$ cat config.mk
export PLATFORM = sky130hd
export DESIGN_NAME = vec_irq_ctrl
export DESIGN_NICKNAME = d
export VERILOG_FILES = /design/src/rtl/irq_pkg.sv /design/src/rtl/irq_dp.sv /design/src/rtl/irq_ctl.sv /design/src/rtl/vec_irq_ctrl.sv
export SDC_FILE = /design/constraint.sdc
export NUM_CORES = 1
export LEC_CHECK = 0
export BUFFER_PORTS_ARGS = -buffer_cell sky130_fd_sc_hd__buf_2
export CAP_MARGIN = 20
export CORE_UTILIZATION = 30
export CTS_BUF_LIST = sky130_fd_sc_hd__clkbuf_16
export DETAILED_ROUTE_END_ITERATION = 10
export GPL_ROUTABILITY_DRIVEN = 0
export SLEW_MARGIN = 30
export SYNTH_ARGS = -nofsm -noshare
export SYNTH_HDL_FRONTEND = slang
export SYNTH_SLANG_ARGS = --single-unit
$ cat constraint.sdc
create_clock -name clk -period 3.1 [get_ports clk]
set_input_delay 0.155 -clock clk [delete_from_list [all_inputs] [get_ports clk]]
set_output_delay 0.155 -clock clk [all_outputs]
set_load 0.05 [all_outputs]
$ cat src/rtl/irq_pkg.sv
package irq_pkg;
  localparam int NSRC  = 6;
  localparam int NFLAG = 8;
  localparam int NPIN  = 2;

  typedef struct packed {
    logic            take;
    logic [NSRC-1:0] grant;
  } ctlStrobe_t;
endpackage

$ cat src/rtl/irq_dp.sv
module irq_dp
  import irq_pkg::*;
#(
  parameter int VEC_W      = 16,
  parameter int VEC_BASE   = 3,
  parameter int VEC_STRIDE = 8
) (
  input  logic             clk,
  input  logic             rstN,
  input  logic [NPIN-1:0]  extPin,
  input  logic [1:0]       tmrOvf,
  input  logic [1:0]       serEvt,
  input  logic [1:0]       t2Evt,
  input  logic             swWe,
  input  logic [NFLAG-1:0] swMask,
  input  logic [NFLAG-1:0] swData,
  input  logic             cfgWe,
  input  logic [NSRC-1:0]  cfgSrcEn,
  input  logic             cfgGlobEn,
  input  logic [NPIN-1:0]  cfgEdge,
  input  ctlStrobe_t       strobe,
  output logic [NSRC-1:0]  req,
  output logic [NFLAG-1:0] flags,
  output logic [VEC_W-1:0] vector
);
  logic [NFLAG-1:0] flagReg, flagNext, hwSet, ackClr;
  logic [NPIN-1:0]  prevPin, edgeMode, fallSeen;
  logic [NSRC-1:0]  srcEn, pending;
  logic             globEn;

  assign fallSeen = prevPin & ~extPin;

  always_comb begin
    hwSet    = {t2Evt[1], t2Evt[0], serEvt[1], serEvt[0],
                tmrOvf[1], fallSeen[1] & edgeMode[1],
                tmrOvf[0], fallSeen[0] & edgeMode[0]};
    ackClr   = '0;
    ackClr[0] = strobe.take & strobe.grant[0] & edgeMode[0];
    ackClr[1] = strobe.take & strobe.grant[1];
    ackClr[2] = strobe.take & strobe.grant[2] & edgeMode[1];
    ackClr[3] = strobe.take & strobe.grant[3];
    flagNext = flagReg;
    if (swWe) flagNext = (flagNext & ~swMask) | (swData & swMask);
    flagNext = (flagNext & ~ackClr) | hwSet;
    if (!edgeMode[0]) flagNext[0] = ~extPin[0];
    if (!edgeMode[1]) flagNext[2] = ~extPin[1];
  end

  always_ff @(posedge clk) begin
    if (!rstN) begin
      flagReg  <= '0;
      prevPin  <= '0;
      edgeMode <= '0;
      srcEn    <= '0;
      globEn   <= 1'b0;
    end else begin
      flagReg <= flagNext;
      prevPin <= extPin;
      if (cfgWe) begin
        edgeMode <= cfgEdge;
        srcEn    <= cfgSrcEn;
        globEn   <= cfgGlobEn;
      end
    end
  end

  assign pending = {flagReg[7] | flagReg[6], flagReg[5] | flagReg[4],
                    flagReg[3], flagReg[2], flagReg[1], flagReg[0]};
  assign req     = pending & srcEn & {NSRC{globEn}};
  assign flags   = flagReg;

  always_comb begin
    vector = '0;
    for (int i = 0; i < NSRC; i++)
      if (strobe.take && strobe.grant[i])
        vector = VEC_W'(VEC_BASE + VEC_STRIDE * i);
  end
endmodule

$ cat src/rtl/irq_ctl.sv
module irq_ctl
  import irq_pkg::*;
(
  input  logic            clk,
  input  logic            rstN,
  input  logic [NSRC-1:0] req,
  input  logic            boundary,
  input  logic            retDone,
  input  logic            retFromIrq,
  output ctlStrobe_t      strobe,
  output logic            inService
);
  logic busy;

  always_comb begin
    strobe.grant = req & (~req + NSRC'(1));
    strobe.take  = boundary & ~busy & (|req);
  end

  always_ff @(posedge clk) begin
    if (!rstN)                  busy <= 1'b0;
    else if (strobe.take)       busy <= 1'b1;
    else if (retDone && retFromIrq) busy <= 1'b0;
  end

  assign inService = busy;
endmodule

$ cat src/rtl/vec_irq_ctrl.sv
module vec_irq_ctrl
  import irq_pkg::*;
#(
  parameter int VEC_W      = 16,
  parameter int VEC_BASE   = 3,
  parameter int VEC_STRIDE = 8
) (
  input  logic             clk,
  input  logic             rstN,
  input  logic [1:0]       extPin,
  input  logic [1:0]       tmrOvf,
  input  logic [1:0]       serEvt,
  input  logic [1:0]       t2Evt,
  input  logic             swWe,
  input  logic [7:0]       swMask,
  input  logic [7:0]       swData,
  input  logic             cfgWe,
  input  logic [5:0]       cfgSrcEn,
  input  logic             cfgGlobEn,
  input  logic [1:0]       cfgEdge,
  input  logic             boundary,
  input  logic             retDone,
  input  logic             retFromIrq,
  output logic             ack,
  output logic [VEC_W-1:0] vector,
  output logic [7:0]       flags,
  output logic             inService
);
  ctlStrobe_t      strobe;
  logic [NSRC-1:0] req;

  irq_dp #(.VEC_W(VEC_W), .VEC_BASE(VEC_BASE), .VEC_STRIDE(VEC_STRIDE)) uDp (
    .clk(clk), .rstN(rstN), .extPin(extPin), .tmrOvf(tmrOvf),
    .serEvt(serEvt), .t2Evt(t2Evt), .swWe(swWe), .swMask(swMask),
    .swData(swData), .cfgWe(cfgWe), .cfgSrcEn(cfgSrcEn),
    .cfgGlobEn(cfgGlobEn), .cfgEdge(cfgEdge), .strobe(strobe),
    .req(req), .flags(flags), .vector(vector)
  );

  irq_ctl uCtl (
    .clk(clk), .rstN(rstN), .req(req), .boundary(boundary),
    .retDone(retDone), .retFromIrq(retFromIrq), .strobe(strobe),
    .inService(inService)
  );

  assign ack = strobe.take;
endmodule

# Word-level counts from Yosys, hierarchy flattened
# Cells that the tools add are included.
classes:
  addsub: 1
  mux: 11
  bitwise_logic: 28
  reduce_logical: 9
ops:
  columns: ["operator", "count"]
  rows:
  - ["8-bit AND", 3]
  - ["6-bit AND", 3]
  - ["8-bit OR", 2]
  - ["6-bit 2-to-1 mux", 2]
  - ["1-bit AND", 10]
  - ["5-bit 2-to-1 mux", 2]
  - ["8-bit 2-to-1 mux", 1]
  - ["4-bit inverter with 8-bit output", 1]
  - ["8-bit inverter", 1]
  - ["1-bit logical AND", 7]
  - ["6-bit by 1-bit adder with 6-bit output, second input constant", 1]
  - ["6-bit inverter", 1]
  - ["6-bit OR reduction", 1]
  - ["1-bit 2-to-1 mux", 4]
  - ["4-bit 2-to-1 mux", 1]
  - ["1-bit inverter", 3]
  - ["2-bit AND", 1]
  - ["2-bit 2-to-1 mux", 1]
  - ["2-bit inverter", 1]
  - ["1-bit OR", 2]
  - ["2-bit nonzero test", 1]
totals:
  register_bits: 20
  input_bits: 40
  out_inout_bits: 26

# Logic depth before layout (Yosys ltp)
# Gate-level depths: netlist of run 1.
logic_depth:
  ltp_word: 13
  ltp_mapped: 5

# Cells and area by module
# Synthesis of run 1 repeated with hierarchy kept, for this count alone.
hier_totals:
  hier_cells: 124
  hier_area_um2: 1149.9
modules_own_cells:
  columns: ["module", "instances", "cells_each", "area_per_inst_um2", "seq_area_each_um2"]
  rows:
  - ["irq_dp", 1, 108, 1014.7, 380.4]
  - ["irq_ctl", 1, 16, 135.1, 20.0]

# Least setup slack after synthesis of run 1
# OpenSTA, ideal clock, no wires.
synth_timing:
  path_kind: "reg2out"
  from: "register uDp.flagReg[0] (netlist: uDp.flags[0])"
  to: "output vector[3]"
  arrival_ns: 2.517
  t_required_ns: 2.945
  slack_ns: 0.428
  stages_incl_launch_ff: 5
  n_path_buf: 0
  path_cell_list: "dfxtp_1 > a222oi_1 > and3_1 > a21oi_2 > a21boi_1"
synth_via:
  elab_cells_between_ends: 17
  classes_between: "add/sub: 1; mux: 5; bitwise: 5; reduce/logical: 6"
synth_rtl:
  columns: ["item", "line", "source"]
  rows:
  - ["from (decl)", "irq_dp.sv:26", "logic [NFLAG-1:0] flagReg, flagNext, hwSet, ackClr;"]
  - ["from (signal assigned)", "irq_dp.sv:57", "flagReg <= flagNext;"]
  - ["6-bit AND (*) (2 in series)", "irq_dp.sv:69", "assign req = pending & srcEn & {NSRC{globEn}};"]
  - ["6-bit OR reduction (*)", "irq_ctl.sv:17", "strobe.take = boundary & ~busy & (|req);"]
  - ["1-bit AND (*)", "irq_ctl.sv:17", null]
  - ["via ack", "vec_irq_ctrl.sv:24", "output logic ack,"]
  - ["1-bit logical AND", "irq_dp.sv:75", "if (strobe.take && strobe.grant[i])"]
  - ["4-bit 2-to-1 mux", "irq_dp.sv:75", null]
  - ["5-bit 2-to-1 mux (2 in series)", "irq_dp.sv:75", null]
  - ["6-bit 2-to-1 mux", "irq_dp.sv:75", null]
  - ["6-bit 2-to-1 mux (*)", "irq_dp.sv:75", null]
  - ["to (decl)", "vec_irq_ctrl.sv:25", "output logic [VEC_W-1:0] vector,"]
# The timed path passes the listed nets; every way through them passes the cells marked *.

# Worst setup path in the final report of run 1
layout_timing:
  from: "register uDp.flagReg[0] (netlist: uDp.flags[0])"
  to: "output vector[3]"
layout_via:
  elab_chain_len: 11
  elab_cells_between_ends: 17
  classes_between: "add/sub: 1; mux: 5; bitwise: 5; reduce/logical: 6"
layout_rtl:
  columns: ["item", "line", "source"]
  rows:
  - ["6-bit AND (*) (2 in series)", "irq_dp.sv:69", null]
  - ["6-bit inverter", "irq_ctl.sv:16", "strobe.grant = req & (~req + NSRC'(1));"]
  - ["6-bit by 1-bit adder with 6-bit output", "irq_ctl.sv:16", null]
  - ["6-bit AND", "irq_ctl.sv:16", null]
  - ["1-bit logical AND", "irq_dp.sv:75", null]
  - ["4-bit 2-to-1 mux", "irq_dp.sv:75", null]
  - ["5-bit 2-to-1 mux (2 in series)", "irq_dp.sv:75", null]
  - ["6-bit 2-to-1 mux", "irq_dp.sv:75", null]
  - ["6-bit 2-to-1 mux (*)", "irq_dp.sv:75", null]
# Mark *: on every way between the ends. The rest lies on a longest branch, timed or not.

==> summary.md, run 1 <==
| Metric | Value |
|---|---|
| WS Path Type | register to primary output |
| Crit Path Max Fanout | 5 |
| Most frequent cell after synthesis | dfxtp_1 |
| Skew-Pair Late Insertion Delay | 0.26 ns |
| Period minus WS final | 1.866 ns |
| Crit path from | uDp.flags[0]$_SDFF_PN0_ |
| # resized after CTS | 0 |
| Area Overhead vs Synth | 34.36% |
| Initial antenna violation count | 0 |
| Tcrit/Tclk final | 60.20% |
| Core area | 3363 um2 |
| Worst EP required | 2.94 ns |
| Initial Util | 31.40% |
| Share of cells above drive strength 1 | 34.91% |
| Yosys top cell by area | dfxtp_1 |
| Finished Cell Area | 1419 um2 |
| Routed length per instance | 11.77 um |
| Synth Register Bits | 20 |
| Final WL | 2530 um |
| CTS tree | built |
| Buf+Inv Stages, Crit Path | 1 |
| Yosys cell types | 30 |
| CTS Root Cell | clkbuf_16 |
| Clk_skew | 0.005074 ns |
| RSZ-0062 raised after global routing | false |
| Worst R2R Start | uDp.flags[0]$_SDFF_PN0_ |
| Vias | 979 |
| Vias per cell | 4.553 |
| Hold Path Origin | t2Evt[0] |
| Crit-path max cell delay | 0.43 ns |
| Combinational share of power | 19.0% |
| Post-CTS Setup Bufs | 0 |
| Final Hold Vio Count | 0 |
| Wire length of the first global-routing pass | 3829 um |
| Cell row count | 21 |
| Die X | 61.33 um |
| CP arrival | 1.71 ns |
| Vias in the first global route | 931 |
| Grt ovf | 0 |
| Sw Ratio | 26.92% |
| Tot GR Track Use | 14.15% |
| Cells after synthesis | 117 |
| Synth top area share | 37.91% |
| Syn_area_per_cell | 9.026 um2 |
| Synth top area cells | dfxtp_1, mux2i_1, buf_4 |
| Startpoint types | register |
| Flop pwr share | 36.2% |
| Layout Utilization | 42.19% |
| Reg2Reg Setup Slack | 1.70 ns |
| Largest net degree at the start of global routing | 21 |
| Dpl hpwl | 2011 um |
| Total power divided by cell area | 560.5 nW/um2 |
| Clk slew on worst S/H paths | 0.06 ns |
| Power Total | 795.3 uW |
| Fmax | 535.8 MHz |
| Seq/Total Area, Yosys | 37.91% |
| Final net count | 210 |
| Port Buffers | 54 |
| Ys async rst share | 0% |
| Pins Over Slew Limit | 0 |
| Sw Pwr | 214.1 uW |
| CTS sink cnt | 20 |
| CP Cell Sequence | a222oi_1 > and3_1 > a21oi_2 > a21boi_1 > buf_2 |
| Detailed Routing Iterations Pass 1 | 4 |
| Leakage Power | 0.6969 nW |
| Tightest Hold Check Type | input pin to register |
| CP delay by family, top | compound AO/OA/AOI/OAI gates |
| Crit-path slowest cell | a222oi_1 |
| # H-tree levels | 1 |
| N_diodes | 0 |
| Max Cap Viol | 0 |
| Fillers | 375 |
| Remaining DRCs | 0 |
| Setup_tns | 0 ns |
| Endpoints failing setup | 0 |
| Clock share of power | 44.8% |
| Placed inst area | 1314 um2 |
| ANT nets after route | 0 |
| Max clock buf depth | 2 |
| Syn. warnings | 0 |
| Pint | 581.2 uW |
| Ys flop type | dfxtp_1 |
| Die area | 3761 um2 |
| Status | completed |
| Ports | 66 |
| Post-Syn Area | 1056 um2 |
| Die H | 61.33 um |
| Post-synth top cells | dfxtp_1, nand2_1, buf_4 |
| Hold Buf Count CTS | 0 |
| EDFF count, synth | 0 |
| Worst IR drop on VDD | 0.1926 mV |
| Initial DRC count | 9 |
| CTS Buf Count | 3 |
| Endpoint class of the critical path | primary output |
-- state kept, by name, summed over array words and instances (netlist names) --
| signal | cells |
|---|---|
| uDp.edgeMode | 2 |
| uDp.globEn | 1 |
| uDp.srcEn | 6 |
| uDp.prevPin | 2 |
| uCtl.inService | 1 |
| uDp.flags | 8 |
-- power groups by stage --
stage,clock network (mW),logic [mW],registers (mW)
after global placement,0,0.150,0.292
after global routing,0.372,0.163,0.290
after detailed placement,0,0.152,0.294
final,0.357,0.151,0.288
after floorplan,0,0.0931,0.319
after CTS,0.363,0.152,0.288
-- stage by stage --
step | hold slack (ns) | std cells | worst slack, ns
floorplan | 0.2767 | 127 | 0.4282
global placement | 0.3620 | 211 | 1.554
detailed placement | 0.3695 | 211 | 1.513
CTS | 0.1034 | 215 | 1.227
global route | 0.1098 | 215 | 1.169
finish | 0.1038 | 215 | 1.234
-- kinds of logic after synthesis --
logic type | synth area share [%]
compound gates | 16.00
flops | 37.91
buf+inv | 10.90
mux | 16.94
other cells | 0.3551
simple gates | 17.89
-- per-layer routing --
metal | track usage, % | part of all wire [%] | vias to the layer above
met4 | 5.714 | 1.4 | 0
met2 | 25.00 | 47 | 49
met5 | 0 | 0 | -
met3 | 5.252 | 9.0 | 5
met1 | 15.30 | 43 | 438
li1 | - | - | 487
-- placed cells by master, fill, tap and decap left out --
cell / synthesis / final
nand2_1: 14 / 14
conb_1: 1 / 11
a31oi_1: 1 / 1
a21boi_1: 1 / 1
a22oi_1: 1 / 1
o22ai_1: 1 / 1
and2_1: 3 / 3
mux2_1: 7 / 7
and3_1: 1 / 1
mux2i_1: 10 / 10
clkbuf_16: 0 / 3
nand3_1: 2 / 2
a21oi_2: 1 / 1
bufinv_16: 0 / 1
a21oi_1: 4 / 4
inv_1: 2 / 2
nor2b_1: 11 / 11
nor2_1: 1 / 1
o21ai_0: 3 / 3
o21ai_1: 2 / 2
a21boi_0: 1 / 1
nand4_1: 2 / 2
o31a_1: 1 / 1
buf_2: 2 / 54
o21a_1: 7 / 7
a222oi_1: 1 / 1
nand3b_1: 1 / 1
and3b_1: 1 / 1
dfxtp_1: 20 / 20
a2111oi_0: 1 / 1
-- layout make-up --
type	instances	area, um2	area share (%)
multi-input cells	89	578.1	40.74
flip-flops and latches	20	400.4	28.22
repair buffers	54	270.3	19.05
clock buffers	3	75.07	5.291
well taps	46	57.56	4.056
clock inverters	1	30.03	2.116
inverters	2	7.507	0.5291
-- path summary, 6_finish.rpt --
path / end / cells past startpoint
max: vector[3] / 5
min: uDp.flags[6]$_SDFF_PN0_ / 2
max reg2reg: uCtl.inService$_SDFFE_PN0P_ / 4
min reg2reg: uDp.srcEn[5]$_SDFFE_PN0P_ / 2
Power figures use the tool's default switching activity.
==> run 2: changes to the inputs <==
==> constraint.sdc (replaced) <==
create_clock -name clk -period 1.9 [get_ports clk]
set_input_delay 0.095 -clock clk [delete_from_list [all_inputs] [get_ports clk]]
set_output_delay 0.095 -clock clk [all_outputs]
set_load 0.05 [all_outputs]
==> run 2 against run 1 <==
Effect of this change: sequential share of layout area is 0.067 points lower; sequential power is 64% higher; non-clock buffer count stayed put; core utilization is 0.89 points higher; critical path depth stayed put; flip-flop and latch count stayed put; clock skew is 0.0030 ns lower; routed wire length is 0.87% lower; worst hold slack worse by 0.056 ns; via count is 0.61% higher; largest cell class unchanged; largest power group unchanged.
==> summary.md, run 2 (synthesized netlist as in run 1, its figures left out) <==
| Metric | Value |
|---|---|
| Layout Utilization | 43.08% |
| Sw Ratio | 26.81% |
| Worst Hold Path EP | uDp.flags[4]$_SDFF_PN0_ |
| Die H | 61.33 um |
| Hold Path Depth | 2 |
| ANT nets after route | 0 |
| Clk slew on worst S/H paths | 0.06 ns |
| Most frequent cells in the layout | buf_2, nand2_1, dfxtp_1 |
| Share of cells above drive strength 1 | 39.64% |
| Worst EP required | 1.80 ns |
| Crit Path Max Fanout | 5 |
| Clock share of power | 44.4% |
| Most common cell after layout, fill and taps aside | buf_2 |
| Area Overhead vs Synth | 37.20% |
| Worst reg2reg path depth | 4 |
| Die area | 3761 um2 |
| Period minus WS final | 1.840 ns |
| Pint | 950.9 uW |
| Hold Buf Count CTS | 0 |
| Vias per cell | 4.581 |
| Tot GR Track Use | 14.54% |
| Final WL | 2508 um |
| Initial DRC count | 12 |
| Flip-flop count of the largest register after layout | 8 |
| CP Cell Sequence | a222oi_1 > and3_1 > a21oi_4 > a21boi_4 > buf_2 |
| Final Hold Vio Count | 0 |
| # resized after CTS | 0 |
| Placed inst area | 1344 um2 |
| RSZ-0062 raised after global routing | false |
| Status | completed |
| Flop pwr share | 36.4% |
| Remaining DRCs | 0 |
| Dpl hpwl | 1916 um |
| Vias in the first global route | 943 |
| Finished Cell Area | 1449 um2 |
| Crit-path max cell delay | 0.43 ns |
| Die X | 61.33 um |
| Detailed Routing Iterations Pass 1 | 4 |
| Tightest Hold Check Type | input pin to register |
| Vias | 985 |
| Endpoint class of the critical path | primary output |
| # H-tree levels | 1 |
| Ports | 66 |
| Total power divided by cell area | 896.7 nW/um2 |
| Met1 Use GR | 18.10% |
| CTS tree | built |
| Routing usage on met3 | 2.731% |
| Wire length of the first global-routing pass | 3974 um |
| Setup_tns | 0 ns |
| Startpoint types | register |
| Worst IR drop on VDD | 0.3041 mV |
| Fmax | 543.6 MHz |
| Hold Path Origin | serEvt[0] |
| CTS Buf Count | 3 |
| Combinational share of power | 19.2% |
| Final worst setup slack | 0.06028 ns |
| CTS Root Cell | clkbuf_16 |
| CTS sink cnt | 20 |
| DP Worst Slack | 0.3445 ns |
| Endpoints failing setup | 0 |
| Max Cap Viol | 0 |
| Core area | 3363 um2 |
| WS Path Type | register to primary output |
| N_diodes | 0 |
| Crit-path slowest cell | a222oi_1 |
| Reg2Reg Setup Slack | 0.47 ns |
| Leakage Power | 0.6989 nW |
| Hold WS | 0.04816 ns |
| Worst R2R Start | uDp.flags[0]$_SDFF_PN0_ |
| CP arrival | 1.74 ns |
| Post-CTS Setup Bufs | 0 |
| Routed length per instance | 11.67 um |
| Largest net degree at the start of global routing | 21 |
| Initial antenna violation count | 0 |
| Cell row count | 21 |
| Tcrit/Tclk final | 96.83% |
| Met2 GRT Util | 24.84% |
| Pins Over Slew Limit | 0 |
| Sw Pwr | 348.3 uW |
| Initial Util | 31.40% |
| Port Buffers | 54 |
| Clk_skew | 0.002083 ns |
| Critical R2R Capture | uCtl.inService$_SDFFE_PN0P_ |
| Skew-Pair Late Insertion Delay | 0.25 ns |
| Final net count | 210 |
| Grt ovf | 0 |
| GR peak layer | met2 |
| Max clock buf depth | 2 |
==> run 2: stage by stage <==
| step | std cells | power, mW |
|---|---|---|
| floorplan | 127 | 0.6779 |
| global placement | 211 | 0.7266 |
| detailed placement | 211 | 0.7317 |
| CTS | 215 | 1.308 |
| global route | 215 | 1.351 |
| finish | 215 | 1.299 |
==> run 2: cell type report <==
type                       instances  area (um2)
timing repair buffer              54       270.3
inverter                           2       7.507
fill                             369        1914
sequential                        20       407.9
multi-input combinational         89       600.6
tap                               46       57.56
clock buffer                       3       75.07
clock inverter                     1       30.03
==> run 2: per-layer routing <==
metal	routed length, um	vias up	share of wire, %
li1	-	490	-
met1	1126	450	45
met2	1191	41	47
met3	167	4	6.7
met4	23	0	0.92
met5	0	-	0
==> run 2: how the worst max path moves through the flow <==
stage	startpoint	slack, ns	cells after the start	endpoint
floorplan	uDp.flags[6]$_SDFF_PN0_	0.004	4	vector[3]
global placement	uDp.flags[0]$_SDFF_PN0_	0.37	5	vector[3]
detailed placement	uDp.flags[0]$_SDFF_PN0_	0.34	5	vector[3]
CTS	uDp.flags[0]$_SDFF_PN0_	0.07	5	vector[3]
global route	uDp.flags[0]$_SDFF_PN0_	0.002	5	vector[3]
finish	uDp.flags[0]$_SDFF_PN0_	0.06	5	vector[3]
==> run 2: worst max-delay path, delay by kind of cell, from the launching register on <==
kind            cells  cell delay, ns
compound gates      3            0.65
buf+inv             1            0.21
flops               1            0.33
simple gates        1            0.30
==> run 2: power groups by stage <==
stage | registers (mW) | clock network, mW | logic (mW)
global route | 0.476 | 0.605 | 0.269
finish | 0.472 | 0.577 | 0.250
floorplan | 0.522 | 0 | 0.156
global placement | 0.479 | 0 | 0.247
CTS | 0.472 | 0.584 | 0.252
detailed placement | 0.481 | 0 | 0.250
==> run 3: changes to the inputs <==
--- a/config.mk
+++ b/config.mk
@@ -14,4 +14,5 @@
 export SLEW_MARGIN = 30
 export SYNTH_ARGS = -nofsm -noshare
 export SYNTH_HDL_FRONTEND = slang
+export SYNTH_HIERARCHICAL = 1
 export SYNTH_SLANG_ARGS = --single-unit
==> run 3 against run 2 <==
Effect of this change: critical path depth is 2 higher; fmax is 2.6% lower; die area is 8.6% higher; critical path type unchanged; critical endpoint is now vector[0]; flip-flop and latch count stayed put; sequential share of layout area is 2.1 points lower; register-to-register slack worse by 0.20 ns; via count is 4.6% higher; synthesized cell count is 6.0% higher; worst setup slack worse by 0.049 ns; first-iteration DRC count is 42% higher; largest cell class unchanged.
==> summary.md, run 3 <==
| Metric | Value |
|---|---|
| Seq/Total Area, Yosys | 34.82% |
| Worst IR drop on VDD | 0.3857 mV |
| GR peak layer | met2 |
| Met1 Use GR | 15.47% |
| Syn. warnings | 6 |
| Tot GR Track Use | 13.75% |
| Pins Over Slew Limit | 0 |
| Reg2Reg Setup Slack | 0.27 ns |
| Vias | 1030 |
| Most frequent cell after synthesis | dfxtp_1 |
| Initial Util | 31.41% |
| CTS tree | built |
| Worst R2R Start | uDp/flags[3]$_SDFF_PN0_ |
| Port Buffers | 54 |
| Endpoint class of the critical path | primary output |
| Most frequent cells in the layout | buf_2, dfxtp_1, mux2i_1, conb_1, nor2b_1 |
| Clk slew on worst S/H paths | 0.05 ns |
| Ys async rst share | 0% |
| Share of cells above drive strength 1 | 52.78% |
| Setup_tns | 0 ns |
| Die X | 63.91 um |
| Area Overhead vs Synth | 43.42% |
| Vias in the first global route | 996 |
| Ports | 66 |
| Most used cell, CP | buf_4 |
| Worst Hold Path EP | uDp/flags[5]$_SDFF_PN0_ |
| Routed length per instance | 11.51 um |
| Final net count | 221 |
| Non-Filler Instances | 228 |
| Placed inst area | 1499 um2 |
| CTS Buf Count | 3 |
| Initial DRC count | 17 |
| Synth Register Bits | 20 |
| CTS sink cnt | 20 |
| Die area | 4084 um2 |
| Tcrit/Tclk final | 99.41% |
| WS Path Type | register to primary output |
| Core area | 3661 um2 |
| Wire length of the first global-routing pass | 4360 um |
| Synth top area cells | dfxtp_1, mux2i_1, buf_4 |
| Final Hold Vio Count | 0 |
| Final WL | 2624 um |
| Leakage Power | 0.8135 nW |
| Skew-Pair Late Insertion Delay | 0.25 ns |
| Status | completed |
| ANT nets after route | 0 |
| Finished Cell Area | 1649 um2 |
| Grt ovf | 0 |
| Tightest Hold Check Type | input pin to register |
| Total power divided by cell area | 689.7 nW/um2 |
| Post-Syn Area | 1150 um2 |
| Max clock buf depth | 2 |
| Detailed Routing Iterations Pass 1 | 4 |
| Period minus WS final | 1.889 ns |
| Remaining DRCs | 0 |
| Die H | 63.91 um |
| EDFF count, synth | 0 |
| Clk_skew | 0.001908 ns |
| RSZ-0062 raised after global routing | true |
| Initial antenna violation count | 0 |
| Post-synth top cells | dfxtp_1, buf_4, mux2i_1 |
| Max Cap Viol | 0 |
| Routing usage on met3 | 2.857% |
| Endpoints failing setup | 0 |
| Flip-flop count of the largest register after layout | 8 |
| Placed Instances | 222 |
| Worst reg2reg path depth | 8 |
| CP arrival | 1.79 ns |
| Ys flop type | dfxtp_1 |
| Cells after synthesis | 124 |
| Largest net degree at the start of global routing | 23 |
| Crit Path Max Fanout | 4 |
| Worst EP required | 1.80 ns |
| Hold Path Depth | 2 |
| Dpl hpwl | 2100 um |
| Syn_area_per_cell | 9.273 um2 |
| Crit-path slowest cell | dfxtp_4 |
| Power Total | 1.137 mW |
| N_diodes | 0 |
| Fmax | 529.5 MHz |
| Crit-path max cell delay | 0.34 ns |
| CP Cell Sequence | and3_4 > nor4b_2 > buf_4 > o41ai_2 > buf_4 > nand2b_4 > buf_6 |
| Met2 GRT Util | 25.13% |
| Yosys top cell by area | dfxtp_1 |
| # H-tree levels | 1 |
| Hold Path Origin | serEvt[1] |
| Hold Buf Count CTS | 0 |
| Yosys cell types | 32 |
| Vias per cell | 4.518 |
| CP delay by family, top | buffers and inverters |
| Startpoint types | register |
| Most common cell after layout, fill and taps aside | buf_2 |
| Critical R2R Capture | uDp/flags[2]$_SDFF_PN0_ |
| Buf+Inv Stages, Crit Path | 3 |
| CTS Root Cell | clkbuf_16 |
| Cell row count | 22 |
| Synth top area share | 34.82% |
==> run 3: cell types whose count changed after synthesis, moves of 3 or more <==
cell      change
nand2_1       -8
mux2_1        -7
and3_1        +4
nand2_2       +4
mux2_4        +4
nand2b_1      +3
nor2_1        +4
==> run 3: how the worst max path moves through the flow <==
stage,startpoint,to,slack (ns),depth (start not counted)
5_1_grt,uDp/flags[3]$_SDFF_PN0_,vector[3],-0.04,7
3_3_place_gp,uDp/globEn$_SDFFE_PN0P_,vector[0],0.10,6
2_1_floorplan,uDp/flags[0]$_SDFF_PN0_,vector[1],-0.20,7
3_5_place_dp,uDp/globEn$_SDFFE_PN0P_,vector[0],0.07,6
6_report,uDp/flags[3]$_SDFF_PN0_,vector[0],0.01,7
4_1_cts,uDp/globEn$_SDFFE_PN0P_,vector[0],0.002,7
==> run 3: where the power goes <==
part | internal, mW | switching, mW | leakage, nW | total [mW]
Sequential | 0.446 | 0.0183 | 0.170 | 0.464
Combinational | 0.0907 | 0.160 | 0.605 | 0.251
Clock | 0.280 | 0.143 | 0.0385 | 0.422
==> run 3: kinds of logic (layout without fill, tap and decap cells) <==
family	Yosys count	in the layout	share of synthesized area [%]
other	1	11	0.3261
and+or+nand+nor	44	44	23.18
DFF	20	20	34.82
muxes	15	15	14.80
buffers and inverters	22	68	12.19
AOI/OAI and AO/OA	22	22	14.69
==> run 3: final cells by class <==
type | instances | area [um2]
Fill cell | 365 | 2012
Multi-Input combinational cell | 92 | 723.2
Sequential cell | 20 | 429.2
Timing Repair Buffer | 60 | 342.8
Clock buffer | 3 | 75.07
Tap cell | 48 | 60.06
Inverter | 4 | 15.01
Clock inverter | 1 | 3.754
==> run 3: repair_timing <==
action	CTS	global route
buffers inserted	2	0
resized for setup	8	8
setup endpoints to repair	5	5
pin swaps	1	1
==> run 3: worst register-to-register path: stages, from the launching register on <==
cell       delay, ns
dfxtp_4         0.34
and3_4          0.19
nor4_4          0.31
buf_4           0.18
a21oi_4         0.07
buf_4           0.17
nand2_1         0.08
nand3_1         0.08
o2bb2ai_1       0.14
==> run 3: through the flow <==
step / hold slack [ns] / setup slack [ns] / utilization, %
final: 0.05347 / 0.01128 / 45.04
after global routing: 0.05645 / -0.04456 / 45.04
after CTS: 0.05070 / 0.002104 / 44.29
after detailed placement: 0.3071 / 0.06983 / 40.94
after global placement: 0.3095 / 0.1026 / 40.94
after floorplan: 0.2167 / -0.1998 / -
==> run 3: per-layer routing <==
metal,part of all wire (%),vias up,wire length [um]
li1,-,519,-
met1,44,481,1164
met4,0.65,0,17
met2,51,28,1329
met5,0,-,0
met3,4.3,2,112
